[config.mk]
export PLATFORM = sky130hd
export DESIGN_NAME = adc_clkdiv_result
export DESIGN_NICKNAME = d
export VERILOG_FILES = /design/src/rtl/adcr_pkg.sv /design/src/rtl/adcr_clkdiv.sv /design/src/rtl/adcr_result_store.sv /design/src/rtl/adcr_byte_format.sv /design/src/rtl/adc_clkdiv_result.sv
export SDC_FILE = /design/constraint.sdc
export NUM_CORES = 1
export LEC_CHECK = 0
export BUFFER_PORTS_ARGS = -buffer_cell sky130_fd_sc_hd__buf_2
export CORE_MARGIN = 2
export CORE_UTILIZATION = 45
export DETAILED_ROUTE_END_ITERATION = 8
export PLACE_DENSITY = 0.75
export SETUP_SLACK_MARGIN = 0.05
export SLEW_MARGIN = 20
export SYNTH_ARGS = -nofsm -noshare
export SYNTH_HDL_FRONTEND = slang
export SYNTH_SLANG_ARGS = --single-unit
[constraint.sdc]
create_clock -name clk -period 4.2 [get_ports clk]
set_clock_uncertainty 0.1 [all_clocks]
set_input_delay 0.63 -clock clk [delete_from_list [all_inputs] [get_ports clk]]
set_output_delay 0.63 -clock clk [all_outputs]
set_load 0.005 [all_outputs]
[src/rtl/adcr_pkg.sv]
package adcr_pkg;

   typedef enum logic {
      BYTE_LO = 1'b0,
      BYTE_HI = 1'b1
   } byte_sel_e;

   // Division exponent for a select code, floored at a minimum exponent.
   function automatic int div_exp(input int code, input int min_exp);
      return (code < min_exp) ? min_exp : code;
   endfunction

endpackage

[src/rtl/adcr_clkdiv.sv]
module adcr_clkdiv #(
   parameter int SEL_W   = 3,
   parameter int MIN_EXP = 1
) (
   input  logic             clk,
   input  logic             rst_n,
   input  logic [SEL_W-1:0] div_sel,
   output logic             clk_en
);
   import adcr_pkg::*;

   localparam int NCODE = 1 << SEL_W;
   localparam int CNT_W = NCODE - 1;

   if (MIN_EXP < 1) begin : g_bad_min
      $error("adcr_clkdiv: MIN_EXP must be at least 1 for a single-cycle enable");
   end
   if (MIN_EXP >= NCODE) begin : g_bad_range
      $error("adcr_clkdiv: MIN_EXP must be below the number of codes");
   end

   logic [CNT_W-1:0] lim_tab [NCODE];

   for (genvar g = 0; g < NCODE; g++) begin : g_lim
      localparam int EXP_G = div_exp(g, MIN_EXP);
      localparam int LIM_G = (1 << EXP_G) - 1;
      assign lim_tab[g] = CNT_W'(LIM_G);
   end

   logic [SEL_W-1:0] sel_q;
   logic [CNT_W-1:0] cnt_q;
   logic             sel_chg;
   logic             hit;

   assign sel_chg = (div_sel != sel_q);
   assign hit     = (cnt_q == lim_tab[div_sel]);

   always_ff @(posedge clk) begin
      if (!rst_n) begin
         sel_q <= '0;
         cnt_q <= '0;
      end else begin
         sel_q <= div_sel;
         if (sel_chg || hit) begin
            cnt_q <= '0;
         end else begin
            cnt_q <= cnt_q + 1'b1;
         end
      end
   end

   assign clk_en = hit & ~sel_chg;

endmodule

[src/rtl/adcr_result_store.sv]
module adcr_result_store #(
   parameter int RES_W = 10
) (
   input  logic             clk,
   input  logic             rst_n,
   input  logic             conv_done,
   input  logic [RES_W-1:0] conv_result,
   input  logic             rd_stb,
   input  logic             rd_hi,
   output logic [RES_W-1:0] vis_q,
   output logic             lock_q
);
   import adcr_pkg::*;

   logic [RES_W-1:0] shadow_q;
   logic             pend_q;
   byte_sel_e        bsel;
   logic             release_now;
   logic             lock_now;

   assign bsel        = byte_sel_e'(rd_hi);
   assign release_now = rd_stb && (bsel == BYTE_HI);
   assign lock_now    = lock_q || (rd_stb && (bsel == BYTE_LO));

   always_ff @(posedge clk) begin
      if (!rst_n) begin
         vis_q    <= '0;
         shadow_q <= '0;
         pend_q   <= 1'b0;
         lock_q   <= 1'b0;
      end else if (release_now) begin
         lock_q <= 1'b0;
         pend_q <= 1'b0;
         if (conv_done) begin
            vis_q <= conv_result;
         end else if (pend_q) begin
            vis_q <= shadow_q;
         end
      end else if (lock_now) begin
         lock_q <= 1'b1;
         if (conv_done) begin
            shadow_q <= conv_result;
            pend_q   <= 1'b1;
         end
      end else if (conv_done) begin
         vis_q <= conv_result;
      end
   end

endmodule

[src/rtl/adcr_byte_format.sv]
module adcr_byte_format #(
   parameter int RES_W  = 10,
   parameter int BYTE_W = 8
) (
   input  logic [RES_W-1:0]  vis,
   input  logic              left_align,
   input  logic              rd_hi,
   output logic [BYTE_W-1:0] rd_data
);
   import adcr_pkg::*;

   localparam int WORD_W = 2 * BYTE_W;
   localparam int PAD_W  = WORD_W - RES_W;

   logic [WORD_W-1:0] word_r;
   logic [WORD_W-1:0] word_l;
   logic [WORD_W-1:0] word;
   byte_sel_e         bsel;

   if (PAD_W == 0) begin : g_full
      assign word_r = vis;
      assign word_l = vis;
   end else begin : g_pad
      assign word_r = {{PAD_W{1'b0}}, vis};
      assign word_l = {vis, {PAD_W{1'b0}}};
   end

   assign bsel    = byte_sel_e'(rd_hi);
   assign word    = left_align ? word_l : word_r;
   assign rd_data = (bsel == BYTE_HI) ? word[WORD_W-1:BYTE_W] : word[BYTE_W-1:0];

endmodule

[src/rtl/adc_clkdiv_result.sv]
module adc_clkdiv_result #(
   parameter int RES_W   = 10,
   parameter int BYTE_W  = 8,
   parameter int SEL_W   = 3,
   parameter int MIN_EXP = 1
) (
   input  logic              clk,
   input  logic              rst_n,
   input  logic [SEL_W-1:0]  div_sel,
   input  logic              left_align,
   input  logic              conv_done,
   input  logic [RES_W-1:0]  conv_result,
   input  logic              rd_stb,
   input  logic              rd_hi,
   output logic              conv_clk_en,
   output logic [BYTE_W-1:0] rd_data
);

   if (RES_W <= BYTE_W) begin : g_bad_narrow
      $error("adc_clkdiv_result: RES_W must exceed one byte");
   end
   if (RES_W > 2 * BYTE_W) begin : g_bad_wide
      $error("adc_clkdiv_result: RES_W must fit in two bytes");
   end

   logic [RES_W-1:0] vis_q;
   logic             lock_q;

   adcr_clkdiv #(
      .SEL_W   (SEL_W),
      .MIN_EXP (MIN_EXP)
   ) div_i (
      .clk     (clk),
      .rst_n   (rst_n),
      .div_sel (div_sel),
      .clk_en  (conv_clk_en)
   );

   adcr_result_store #(
      .RES_W (RES_W)
   ) store_i (
      .clk         (clk),
      .rst_n       (rst_n),
      .conv_done   (conv_done),
      .conv_result (conv_result),
      .rd_stb      (rd_stb),
      .rd_hi       (rd_hi),
      .vis_q       (vis_q),
      .lock_q      (lock_q)
   );

   adcr_byte_format #(
      .RES_W  (RES_W),
      .BYTE_W (BYTE_W)
   ) fmt_i (
      .vis        (vis_q),
      .left_align (left_align),
      .rd_hi      (rd_hi),
      .rd_data    (rd_data)
   );

endmodule

### After elaboration in Yosys (flattened, before gate mapping)

Memory sizes are Yosys's and may differ from the RTL's.
Index checks and enable logic that the tools add are counted.
W data, S select, Z words.

* register bits after elaboration: 32
* memory bits (read-only): 56
* output and inout bits: 9
* logic and storage cells: 38
* memories kept: 1

Memory list
* (no name shown): depth 8, bits a word 7, read ports 1, clocked after Yosys merged registers in 0, wr ports 0, line adcr_clkdiv.sv:36 `assign hit = (cnt_q == lim_tab[div_sel]);`

* add/subtract/negate cells: 1
* order comparisons: 1
* equal/unequal tests: 3
* mux-type cells: 9
* bitwise operators: 6
* reductions and logical operators: 11

Operators with widths (count)
* $mux W10: 5
* $mux W16: 1
* $mux W7: 2
* $mux W8: 1
* $add A7 B1 Y7 const B: 1
* $eq A7 B7 Y1: 1
* $reduce_and A3 Y1: 2
* $ge A4 B4 Y1 const B: 1
* $not A1 Y1: 4
* $not A3 Y4: 1
* $reduce_bool A2 Y1: 2
* $reduce_or A2 Y1: 2
* $ne A3 B3 Y1: 1
* $logic_and A1 B1 Y1: 2
* $logic_or A1 B1 Y1: 2
* $ne A2 B1 Y1 const B: 1
* $reduce_and A2 Y1: 1
* $and A1 B1 Y1: 1

### Depth between registers and ports, before layout

* word-level depth: 7
* depth in mapped cells: 6

### Cells and area by module

Synthesis repeated with hierarchy kept, for this count alone.

* cell total of the unflattened synthesis: 195
* area total of the unflattened synthesis: 1646.6 um2

Modules (own cells, without submodules)
* adcr_result_store: times used 1, cells each 117, area each 954.7 um2, sequential area each 440.4 um2
* adcr_clkdiv: times used 1, cells each 64, area each 575.6 um2, sequential area each 200.2 um2
* adcr_byte_format: times used 1, cells each 14, area each 116.4 um2, sequential area each 0.0 um2

### Worst setup path before layout

No wires, ideal clock.

* path type: input to output
* start: input div_sel[1]
* end: output conv_clk_en
* arrival time: 1698 ps
* required time: 3470 ps
* path slack: 1772 ps
* cell stages on the path: 4
* path through: buf_6 > a2111o_1 > a221oi_4 > and3_1

* longest elaborated chain between the ends: 6
* elaborated cells between the ends (all ways): 8

RTL lines
* start, declared: line adc_clkdiv_result.sv:9 `input logic [SEL_W-1:0] div_sel,`
* $not A3 Y4 (not written as such): line adcr_clkdiv.sv:36
* $mem_v2 Z8 W7
* $mux W7 (not written as such) (2 in series): line adcr_clkdiv.sv:36
* $eq A7 B7 Y1: line adcr_clkdiv.sv:36
* $and A1 B1 Y1 (*): line adcr_clkdiv.sv:52 `assign clk_en = hit & ~sel_chg;`
* end, declared: line adc_clkdiv_result.sv:15 `output logic conv_clk_en,`

Every way passes the cells marked *; elsewhere a longest branch is shown, timed or not. The select of a mux whose other input is x is not followed.

### Final worst setup path

* start: input div_sel[2]
* end: output conv_clk_en

The elaborated chain is that of the path after synthesis.

==> results.json <==
{
  "ys_seq_area_share_pct": 39.4,
  "synthTopCellsByArea": "dfxtp_1, mux2i_1, o211a_1, nand2_1, nor2b_1",
  "clkSlewWorstSetupHoldPaths_ns": 0.09,
  "critPathLaunchType": "input pin",
  "maxSlewViolCount": 0,
  "powerDensity_nw_per_um2": 363,
  "p_total_uw": 676,
  "syn_nets": 189,
  "grt_usage_pct": 15.9,
  "dp_slack_ns": 1.54,
  "grt_overflow": 0,
  "ys.flop_type": "dfxtp_1",
  "drive_gt1_share_pct": 21.5,
  "cp-startpoint": "div_sel[2]",
  "hold_path.class": "register to register",
  "grt_first_pass_wirelength_um": 5060,
  "vias_per_cell": 5.32,
  "synth-async-reset-ratio_pct": 0,
  "ys_seq_elements": 32,
  "wl_per_cell_um": 12.6,
  "rows": 21,
  "drc": 0,
  "cts.repair.resized": 0,
  "fin_crit_sh_pct": 63.9,
  "synth_top_cell_by_area": "dfxtp_1",
  "clockBufferDepth": 2,
  "rsz0062_at_grt": "no",
  "wirelength_um": 3030,
  "dpl.cell_count": 233,
  "ir_drop_v": 0.000149,
  "clock-root-buffer": "clkbuf_4",
  "synth_edf_count": 0,
  "r2r_end": "div_i.cnt_q[3]",
  "synth_cell_type_count": 38,
  "clock-sinks": 32,
  "syn2layout_area_growth_pct": 14.5,
  "cp.required_ns": 3.47,
  "firstDrtPassIters": 5,
  "cts_hold_buf": 0,
  "io-pin-count": 28,
  "timing.rr.start": "div_i.sel_q[0]",
  "drtIter0Drc": 40,
  "hold_end": "store_i.pend_q",
  "fillCellCount": 314,
  "h-tree-depth": 2,
  "antenna_found_initial": 0,
  "path_class": "input pin to primary output",
  "hold_viol": 0,
  "die_y_um": 64.1,
  "whs_path_depth": 2,
  "grt_max_degree": 27,
  "cts_tree": "yes",
  "finalSetupViolations": 0,
  "r2r_cells": 4,
  "fin_crit_ns": 2.68,
  "port_buffers": 27,
  "hp-start": "store_i.pend_q",
  "diodes": 0,
  "synth_top_area_share_pct": 39.4,
  "core_area_um2": 3420,
  "grt_pass1_vias": 1153,
  "layout.cells.non_filler": 241,
  "clkLatencyLatePin_ns": 0.33,
  "slew_headroom_pct": 53.0,
  "die_w_um": 64.1,
  "ys_warn_count": 0,
  "syn-cell-area_um2": 1630,
  "r2r_setup_slack_ns": 2.51,
  "cts_buffers": 5,
  "synth_area_per_cell_um2": 9.62,
  "nNetsFinal": 214,
  "via_count": 1283,
  "ant_nets": 0,
  "outcome": "complete, no violations",
  "initial_core_util_pct": 47.6,
  "worst-slew-pin-transition_ns": 0.703,
  "p_leak_uw": 0.000941,
  "crit_fanout": 13,
  "gp_congestion": 0.805,
  "final.setup.tns_ns": 0,
  "fmax_mhz": 373,
  "end_kind": "primary output",
  "hpwl_um": 2170,
  "die_area_um2": 4110,
  "syn_inst": 169,
  "cp.arrival_ns": 1.95,
  "drv_cap": 0,
  "postCtsSetupBuffers": 0,
  "fin_util_pct": 54.5,
  "layout_setup_ws_ns": 1.52
}
metrics by stage:
stage               instance area [µm²]  hold WS (ns)
floorplan                          1630         0.330
global placement                   1770         0.354
detailed placement                 1770         0.359
CTS                                1860         0.372
global route                       1860         0.397
finish                             1860         0.375
worst max path at each step:
stage / end / slack (ns) / cells after the start
2_1_floorplan: conv_clk_en / 1.77 / 4
3_3_place_gp: conv_clk_en / 1.58 / 6
3_5_place_dp: conv_clk_en / 1.54 / 6
4_1_cts: conv_clk_en / 1.53 / 6
5_1_grt: conv_clk_en / 1.34 / 6
6_report: conv_clk_en / 1.52 / 6
sequential cells by signal, indices dropped and copies added (netlist names):
signal / cells
store_i.shadow_q: 10
store_i.vis_q: 10
div_i.cnt_q: 7
div_i.sel_q: 3
store_i.lock_q: 1
store_i.pend_q: 1
cells by family (layout without fill, tap and decap cells):
kind of cell             count (synthesis)  after routing  synth area share, %
buffers and inverters                   16             42                 5.00
multiplexers                            22             22                 13.5
AND/OR/NAND/NOR                         56             56                 18.8
AO/OA/AOI/OAI                           34             34                 18.2
adder cells (fa/ha/maj)                  1              1                0.770
flip-flops                              32             32                 39.4
XOR/XNOR                                 8              8                 4.31
critical path, stage by stage:
cell and delay, ns:
buf_2 0.19, nor4b_1 0.27, nor3_1 0.14, a221oi_4 0.42, and3_1 0.20, buf_2 0.10
layout by cell type, fill, tap and decap left out:
| master | n |
|---|---|
| nand3b_1 | 2 |
| o2bb2ai_1 | 1 |
| o211a_1 | 10 |
| xor2_1 | 5 |
| ha_1 | 1 |
| a211oi_1 | 5 |
| nand3_1 | 3 |
| and4b_2 | 1 |
| o22ai_1 | 1 |
| a21oi_1 | 1 |
| nor2b_1 | 10 |
| mux2i_1 | 22 |
| and2_0 | 1 |
| a21boi_0 | 2 |
| buf_2 | 27 |
| o2111ai_1 | 1 |
| and3_1 | 1 |
| nor3_1 | 4 |
| and2_1 | 2 |
| clkbuf_4 | 5 |
| nor4b_1 | 2 |
| a22o_1 | 4 |
| and3_2 | 2 |
| nand2_1 | 18 |
| o21ai_0 | 5 |
| o21ai_1 | 1 |
| and3b_1 | 1 |
| clkbuf_8 | 2 |
| a2111o_1 | 2 |
| nor3b_1 | 1 |
| dfxtp_1 | 32 |
| nor2_1 | 6 |
| and2_2 | 1 |
| a221oi_4 | 1 |
| inv_1 | 6 |
| buf_4 | 1 |
| and3b_2 | 1 |
| xnor2_1 | 3 |
| bufinv_16 | 1 |
cells in the mapped netlist, types with 2 or more instances:
cell and count:
o21ai_0 5, nor2_1 6, inv_1 6, buf_2 2, and2_1 2, nor4b_1 2
dfxtp_1 32, nor3_1 4, a2111o_1 2, buf_6 2, o211a_1 10, xnor2_1 3
nand3_1 3, nand2_1 18, and3_2 2, nand3b_1 2, a211oi_1 5, a21boi_0 2
a22o_1 4, clkbuf_1 5, xor2_1 5, mux2i_1 22, nor2b_1 10
cell type report:
cell class                      count  area [µm²]  area share (%)
Multi-Input combinational cell    121         903            48.5
Sequential cell                    32         641            34.4
Timing Repair Buffer               28         143            7.66
Clock buffer                        7        65.1            3.49
Tap cell                           46        57.6            3.09
Clock inverter                      1        30.0            1.61
Inverter                            6        22.5            1.21
power by group:
part / internal, µW / switching (µW)
clock: 158 / 99.3
combinational: 42.5 / 46.0
sequential: 321 / 9.84
per-layer routing:
layer / GRT usage [%] / share of wire, % / vias to the layer above
met5: 0 / 0 / -
met4: 7.18 / 2.0 / 0
met3: 4.75 / 4.5 / 7
met2: 25.9 / 47 / 26
met1: 19.1 / 47 / 595
li1: - / - / 655
No activity file was read; power rests on OpenSTA's default activity.
